[config.mk]
export PLATFORM = sky130hd
export DESIGN_NAME = flash_therm_enc
export DESIGN_NICKNAME = d
export VERILOG_FILES = /design/src/rtl/flash_enc_pkg.sv /design/src/rtl/flash_sparkle_gate.sv /design/src/rtl/flash_group_enc.sv /design/src/rtl/flash_group_sel.sv /design/src/rtl/flash_therm_enc.sv
export SDC_FILE = /design/constraint.sdc
export NUM_CORES = 1
export LEC_CHECK = 0
export BUFFER_PORTS_ARGS = -buffer_cell sky130_fd_sc_hd__buf_2
export CORE_UTILIZATION = 46
export CTS_CLUSTER_SIZE = 14
export DETAILED_ROUTE_END_ITERATION = 8
export MAX_ROUTING_LAYER = met4
export PLACE_DENSITY = 0.75
export SLEW_MARGIN = 10
export SYNTH_ARGS = -nofsm -noshare
export SYNTH_HDL_FRONTEND = slang
export SYNTH_SLANG_ARGS = --single-unit
[constraint.sdc]
create_clock -name clk_i -period 1.4 [get_ports clk_i]
set_clock_uncertainty 0.05 [all_clocks]
set_input_delay 0.14 -clock clk_i [delete_from_list [all_inputs] [get_ports clk_i]]
set_output_delay 0.14 -clock clk_i [all_outputs]
set_load 0.01 [all_outputs]
[src/rtl/flash_enc_pkg.sv]
package flash_enc_pkg;
  localparam int unsigned CODE_W    = 6;
  localparam int unsigned GRP_W     = 4;
  localparam int unsigned SEL_W     = CODE_W - GRP_W;
  localparam int unsigned N_GRP     = 1 << SEL_W;
  localparam int unsigned GRP_LINES = 1 << GRP_W;
  localparam int unsigned N_LINE    = 1 << CODE_W;
  localparam int unsigned THERM_W   = N_LINE - 1;

  typedef struct packed {
    logic             valid;
    logic [GRP_W-1:0] offs;
  } grp_code_t;
endpackage

[src/rtl/flash_sparkle_gate.sv]
module flash_sparkle_gate #(
  parameter int unsigned THERM_W = 63,
  parameter int unsigned N_LINE  = THERM_W + 1
) (
  input  logic [THERM_W-1:0] therm_i,
  output logic [N_LINE-1:0]  line_o
);
  localparam int unsigned EXT_W = THERM_W + 2;

  // ext[k] holds input bit k-1; the bit below 0 reads 1, the bit above the top reads 0
  logic [EXT_W-1:0] ext;
  assign ext = {1'b0, therm_i, 1'b1};

  assign line_o[0] = ~therm_i[0];

  for (genvar i = 1; i < N_LINE; i++) begin : g_line
    assign line_o[i] = ext[i] & ext[i-1] & ~ext[i+1];
  end
endmodule

[src/rtl/flash_group_enc.sv]
module flash_group_enc
  import flash_enc_pkg::*;
#(
  parameter int unsigned W     = GRP_W,
  parameter int unsigned LINES = 1 << W
) (
  input  logic [LINES-1:0] line_i,
  output logic             valid_o,
  output logic [W-1:0]     offs_o
);
  assign valid_o = |line_i;

  // highest active line wins inside the group
  always_comb begin
    offs_o = '0;
    for (int k = 0; k < LINES; k++) begin
      if (line_i[k]) offs_o = W'(k);
    end
  end
endmodule

[src/rtl/flash_group_sel.sv]
module flash_group_sel
  import flash_enc_pkg::*;
#(
  parameter int unsigned NG = N_GRP,
  parameter int unsigned SW = SEL_W,
  parameter int unsigned OW = GRP_W
) (
  input  grp_code_t          grp_i [NG],
  output logic [SW+OW-1:0]   code_o
);
  // highest valid group wins; none valid gives zero
  always_comb begin
    code_o = '0;
    for (int g = 0; g < NG; g++) begin
      if (grp_i[g].valid) code_o = {SW'(g), grp_i[g].offs};
    end
  end
endmodule

[src/rtl/flash_therm_enc.sv]
module flash_therm_enc
  import flash_enc_pkg::*;
(
  input  logic               clk_i,
  input  logic               rst_ni,
  input  logic [THERM_W-1:0] therm_i,
  output logic [CODE_W-1:0]  code_o
);
  logic [N_LINE-1:0] line;
  grp_code_t         grp_d [N_GRP];
  grp_code_t         grp_q [N_GRP];
  logic [CODE_W-1:0] code_d;
  logic [CODE_W-1:0] code_q;

  flash_sparkle_gate #(
    .THERM_W(THERM_W),
    .N_LINE (N_LINE)
  ) gate_i (
    .therm_i(therm_i),
    .line_o (line)
  );

  for (genvar g = 0; g < N_GRP; g++) begin : g_grp
    logic             vld;
    logic [GRP_W-1:0] offs;

    flash_group_enc #(
      .W    (GRP_W),
      .LINES(GRP_LINES)
    ) enc_i (
      .line_i (line[g*GRP_LINES +: GRP_LINES]),
      .valid_o(vld),
      .offs_o (offs)
    );

    assign grp_d[g] = '{valid: vld, offs: offs};
  end

  // stage 1: per-group codes and flags
  always_ff @(posedge clk_i or negedge rst_ni) begin
    if (!rst_ni) begin
      for (int g = 0; g < N_GRP; g++) grp_q[g] <= '0;
    end else begin
      for (int g = 0; g < N_GRP; g++) grp_q[g] <= grp_d[g];
    end
  end

  flash_group_sel #(
    .NG(N_GRP),
    .SW(SEL_W),
    .OW(GRP_W)
  ) sel_i (
    .grp_i (grp_q),
    .code_o(code_d)
  );

  // stage 2: final word
  always_ff @(posedge clk_i or negedge rst_ni) begin
    if (!rst_ni) code_q <= '0;
    else         code_q <= code_d;
  end

  assign code_o = code_q;
endmodule

**After elaboration in Yosys (flattened, before gate mapping)**

Index checks and enable logic that the tools add are counted.

- Bits of input ports: 65
- Output and inout bits: 6
- Register bits after elaboration: 26
- Logic and storage cells: 264

- Reduce and logical (&&, ||, !) cells: 4
- Bitwise operators: 187
- Mux-type cells: 64

Operator list:

| operator | count |
|---|---|
| 2-to-1 mux 4 bit | 33 |
| AND 1 bit | 124 |
| OR reduction 16 bit | 4 |
| NOT 1 bit | 63 |
| 2-to-1 mux 3 bit | 16 |
| 2-to-1 mux 2 bit | 8 |
| 2-to-1 mux 6 bit | 2 |
| 2-to-1 mux 5 bit | 1 |
| 2-to-1 mux 1 bit | 4 |

**Depth between registers and ports, before layout**

- Depth in word-level cells: 17
- Mapped depth: 7
- Depth with buffers taken out: 6

**Modules after synthesis**

A second synthesis with hierarchy kept.

- Cell total of the unflattened synthesis: 219
- Area, all modules: 2011.9 µm²

Modules (own cells, without submodules):

| module | cells an instance | times used | sequential area each (µm²) | area an instance (µm²) |
|---|---|---|---|---|
| flash_group_enc | 28 | 4 | 0.0 | 170.2 |
| flash_therm_enc | 26 | 1 | 650.6 | 650.6 |
| flash_sparkle_gate | 64 | 1 | 0.0 | 550.5 |
| flash_group_sel | 17 | 1 | 0.0 | 130.1 |

**Worst setup path after synthesis**

No wires, ideal clock.

- Path kind: reg2reg
- Start point: reg, netlist name grp_q[4]
- End point: reg code_q[0] (netlist: code_o[0])
- Clock period less this slack: 1.313 ns
- Data required time: 1.267 ns
- Library setup time: 0.083 ns
- Slack: 0.087 ns
- Buffers on the path: 1
- Data arrival time: 1.180 ns
- Stages on the path, launching flop included: 6
- Cells stage by stage: dfrtp_1 > clkbuf_1 > or2_2 > nor3b_2 > a22oi_1 > o21ai_0

- Word-level cells in the longest chain between the ends: 1

Ends and longest elaborated chain:

| what | line | text |
|---|---|---|
| 2-to-1 mux 6 bit | flash_group_sel.sv:15 | `if (grp_i[g].valid) code_o = {SW'(g), grp_i[g].offs};` |
| via code_d[0] | flash_therm_enc.sv:12 | `logic [CODE_W-1:0] code_d;` |
| end signal: assignment | flash_therm_enc.sv:60 | `else code_q <= code_d;` |
| end: declaration | flash_therm_enc.sv:13 | `logic [CODE_W-1:0] code_q;` |

The timed path passes the listed nets, and every way through them passes these cells.

**Worst setup path after layout**

- Start point: reg, netlist name grp_q[9]
- End point: reg code_q[3] (netlist: code_o[3])

- Word-level cells in the longest chain between the ends: 2

Ends and longest elaborated chain:

| what | line |
|---|---|
| 2-to-1 mux 6 bit (2 in a row) | flash_group_sel.sv:15 |
| via code_d[3] | flash_therm_enc.sv:12 |

The timed path passes the listed nets, and every way through them passes these cells.

==> metrics.csv <==
metric,value,unit
status,finished clean,
start_util,48.32,%
htreeDepth,1,
portBuffers,70,
mappedNetlistArea,2118,um^2
wl,5.231,mm
dpl.cell_count,408,
cp-start-kind,flop,
dr.pass1.iters,4,
cts-root-buf,clkbuf_8,
cts_inserted_buffers,3,
fillers,396,
hpwlAfterDp,4.236,mm
ys.warnings.count,0,
final_cells,413,
yosys.cell_types.count,42,
drive_above_1_share,25.48,%
crit_path_end_kind,flop,
path_cells,or2_2 -> nor3b_4 -> a22oi_1 -> o21ai_0,
fin_ws,90.17,ps
final_antenna_net_count,0,
place_ws,14.46,ps
fmax,763.5,MHz
antenna_found_initial,0,
cpPeakStageDelay,380,ps
critical_path_class,reg -> reg,
hold_depth,2,
cp_top_family,simple AND/OR/NAND/NOR gates,
overflow,0,
mostFrequentLayoutCell,buf_2,
syn_avg_cell_area,7.565,um^2
max_cap_viol_count,0,
cts_tree,done,
syn_nets,345,
die_w,69.86,um
cts.sinks,26,
num_antenna_cells,0,
fin_util,60.65,%
clock_latency,260,ps
synth-seq-cells,26,
async_flop_share,100.0,%
design.core.area,4384,um^2
setup_tns,0,ps
cts.clk_slew.worst_paths,80,ps
crit_arrival,1440,ps
wl_per_cell,12.67,um
crit_path_top_delay_cell,dfrtp_1,
pwr_density_cell,744.8,nW/um^2
tightestPinTransition,541.3,ps
relSlewSlack,63.92,%
place_congestion,0.8329,
crit_start,grp_q[9]$_DFF_PN0_,
syn_inst,280,
grt_use_total,22.48,%
grt_pass1_vias,2140,
grt_max_degree,27,
r2r_cells,4,
final_cell_mix,"buf_2 (70), nand2_1 (47), o21ai_0 (37)",
drv_slew,0,
holdPathEnd,grp_q[15]$_DFF_PN0_,
hp-start,therm_i[14],
die_h,69.86,um
ios,71,
hp-class,in -> reg,
num_rows,24,
r2r_setup_slack,90,ps
r2r-end,code_o[3]$_DFF_PN0_,
p_leak,1.220,nW
viasPerCell,5.705,
r2r-start,grp_q[9]$_DFF_PN0_,
vias,2356,
crit_fanout,4,
hold_violations,0,
drc,0,
yosysSeqAreaShare,30.71,%
layout_min_cycle_time,1310,ps
drt_iter0_markers,115,
clock_path_buffers,2,
fin_crit_sh,93.56,%
synth-edff-count,0,
critical_path_buf_inv_count,0,
nets,427,
syn2layout_area_growth,25.52,%
synthFlopType,dfrtp_1,
peakVddDrop,0.4179,mV
crit_required,1530,ps
grt_pass1_wl,8.983,mm
setup_violations,0,
design.die.area,4880,um^2
## where the power goes
group	switching [W]	total [W]	internal [W]
combinational	0.000361	0.000655	0.000294
sequential	0.0000310	0.000861	0.000830
clock	0.000213	0.000464	0.000251
## per-stage QoR
step	total power, W	instance area, um^2	hold WS (ps)
floorplan	0.001228	2118	-205.6
global placement	0.001505	2587	99.91
detailed placement	0.001523	2587	105.6
CTS	0.001990	2653	71.86
global route	0.002122	2659	63.63
finish	0.001980	2659	75.79
## worst reg2reg max path: cells and delay by family, from the launching register on
kind            cells  cell delay, ps
compound gates      2             210
flops               1             380
simple gates        2             590
## timing repair
item / 4_1_cts / 5_1_grt
buffers inserted: 0 / 0
endpoints found under the hold margin: 26 / 0
setup endpoints to repair: 0 / 1
hold buffers: 1 / 0
resized for setup: 0 / 1
## flip-flops by register name, summed over array words and instances, names as in the netlist
name / flops
code_o: 6
grp_q: 20
## cell type report
class | count | area, um^2 | share of cell area (%)
flip-flops and latches | 26 | 650.6 | 24.47
inverters | 16 | 60.06 | 2.259
multi-input cells | 235 | 1400 | 52.66
clock buffers | 4 | 55.05 | 2.071
well taps | 52 | 65.06 | 2.447
repair buffers | 80 | 427.9 | 16.09
## cells in the mapped netlist, drive strengths merged (2+ instances only)
library cell	n	share of area, %
dfrtp	26	31
nand3	9	2.1
a2bb2oi	2	0.83
inv	16	2.8
a21o	2	0.71
o21a	3	1.1
a22o	2	0.83
a221oi	5	2.7
nor2	10	1.9
nor2b	17	5.0
nand4	7	2.1
a21oi	18	4.3
or2	2	0.59
o221ai	2	0.83
nand2b	5	1.5
mux2i	10	4.7
or3	2	0.59
a31oi	3	0.89
mux2	2	1.1
nand3b	6	2.1
a21bo	2	0.95
o311ai	2	0.83
o21ai	49	12
clkbuf	2	0.41
a211oi	2	0.71
nand2	47	8.3
and2b	2	0.71
o211ai	8	2.8
a22oi	9	3.2
## worst max path at each step
stage,end,slack (ps),cells after the start
after floorplan,code_o[0]$_DFF_PN0_,90,5
after global placement,grp_q[15]$_DFF_PN0_,30,7
after detailed placement,grp_q[15]$_DFF_PN0_,10,7
after CTS,code_o[3]$_DFF_PN0_,70,4
after global routing,code_o[3]$_DFF_PN0_,-20,4
final,code_o[3]$_DFF_PN0_,90,4
## cells by family (layout without fill, tap and decap cells)
family                 count (synthesis)  count (layout)  synth area share [%]
AND/OR/NAND/NOR                      110             110                 26.17
flip-flops                            26              26                 30.71
multiplexers                          12              12                 5.789
buffers and inverters                 19             100                 3.484
AO/OA/AOI/OAI                        113             113                 33.85
## per-layer routing
metal / share of wire (%) / routed length [um] / track usage [%]
met5: 0 / 0 / -
met3: 3.3 / 171 / 3.752
met2: 51 / 2669 / 39.64
met1: 45 / 2342 / 27.30
met4: 0.88 / 46 / 4.000
(Power assumes the default switching activity.)
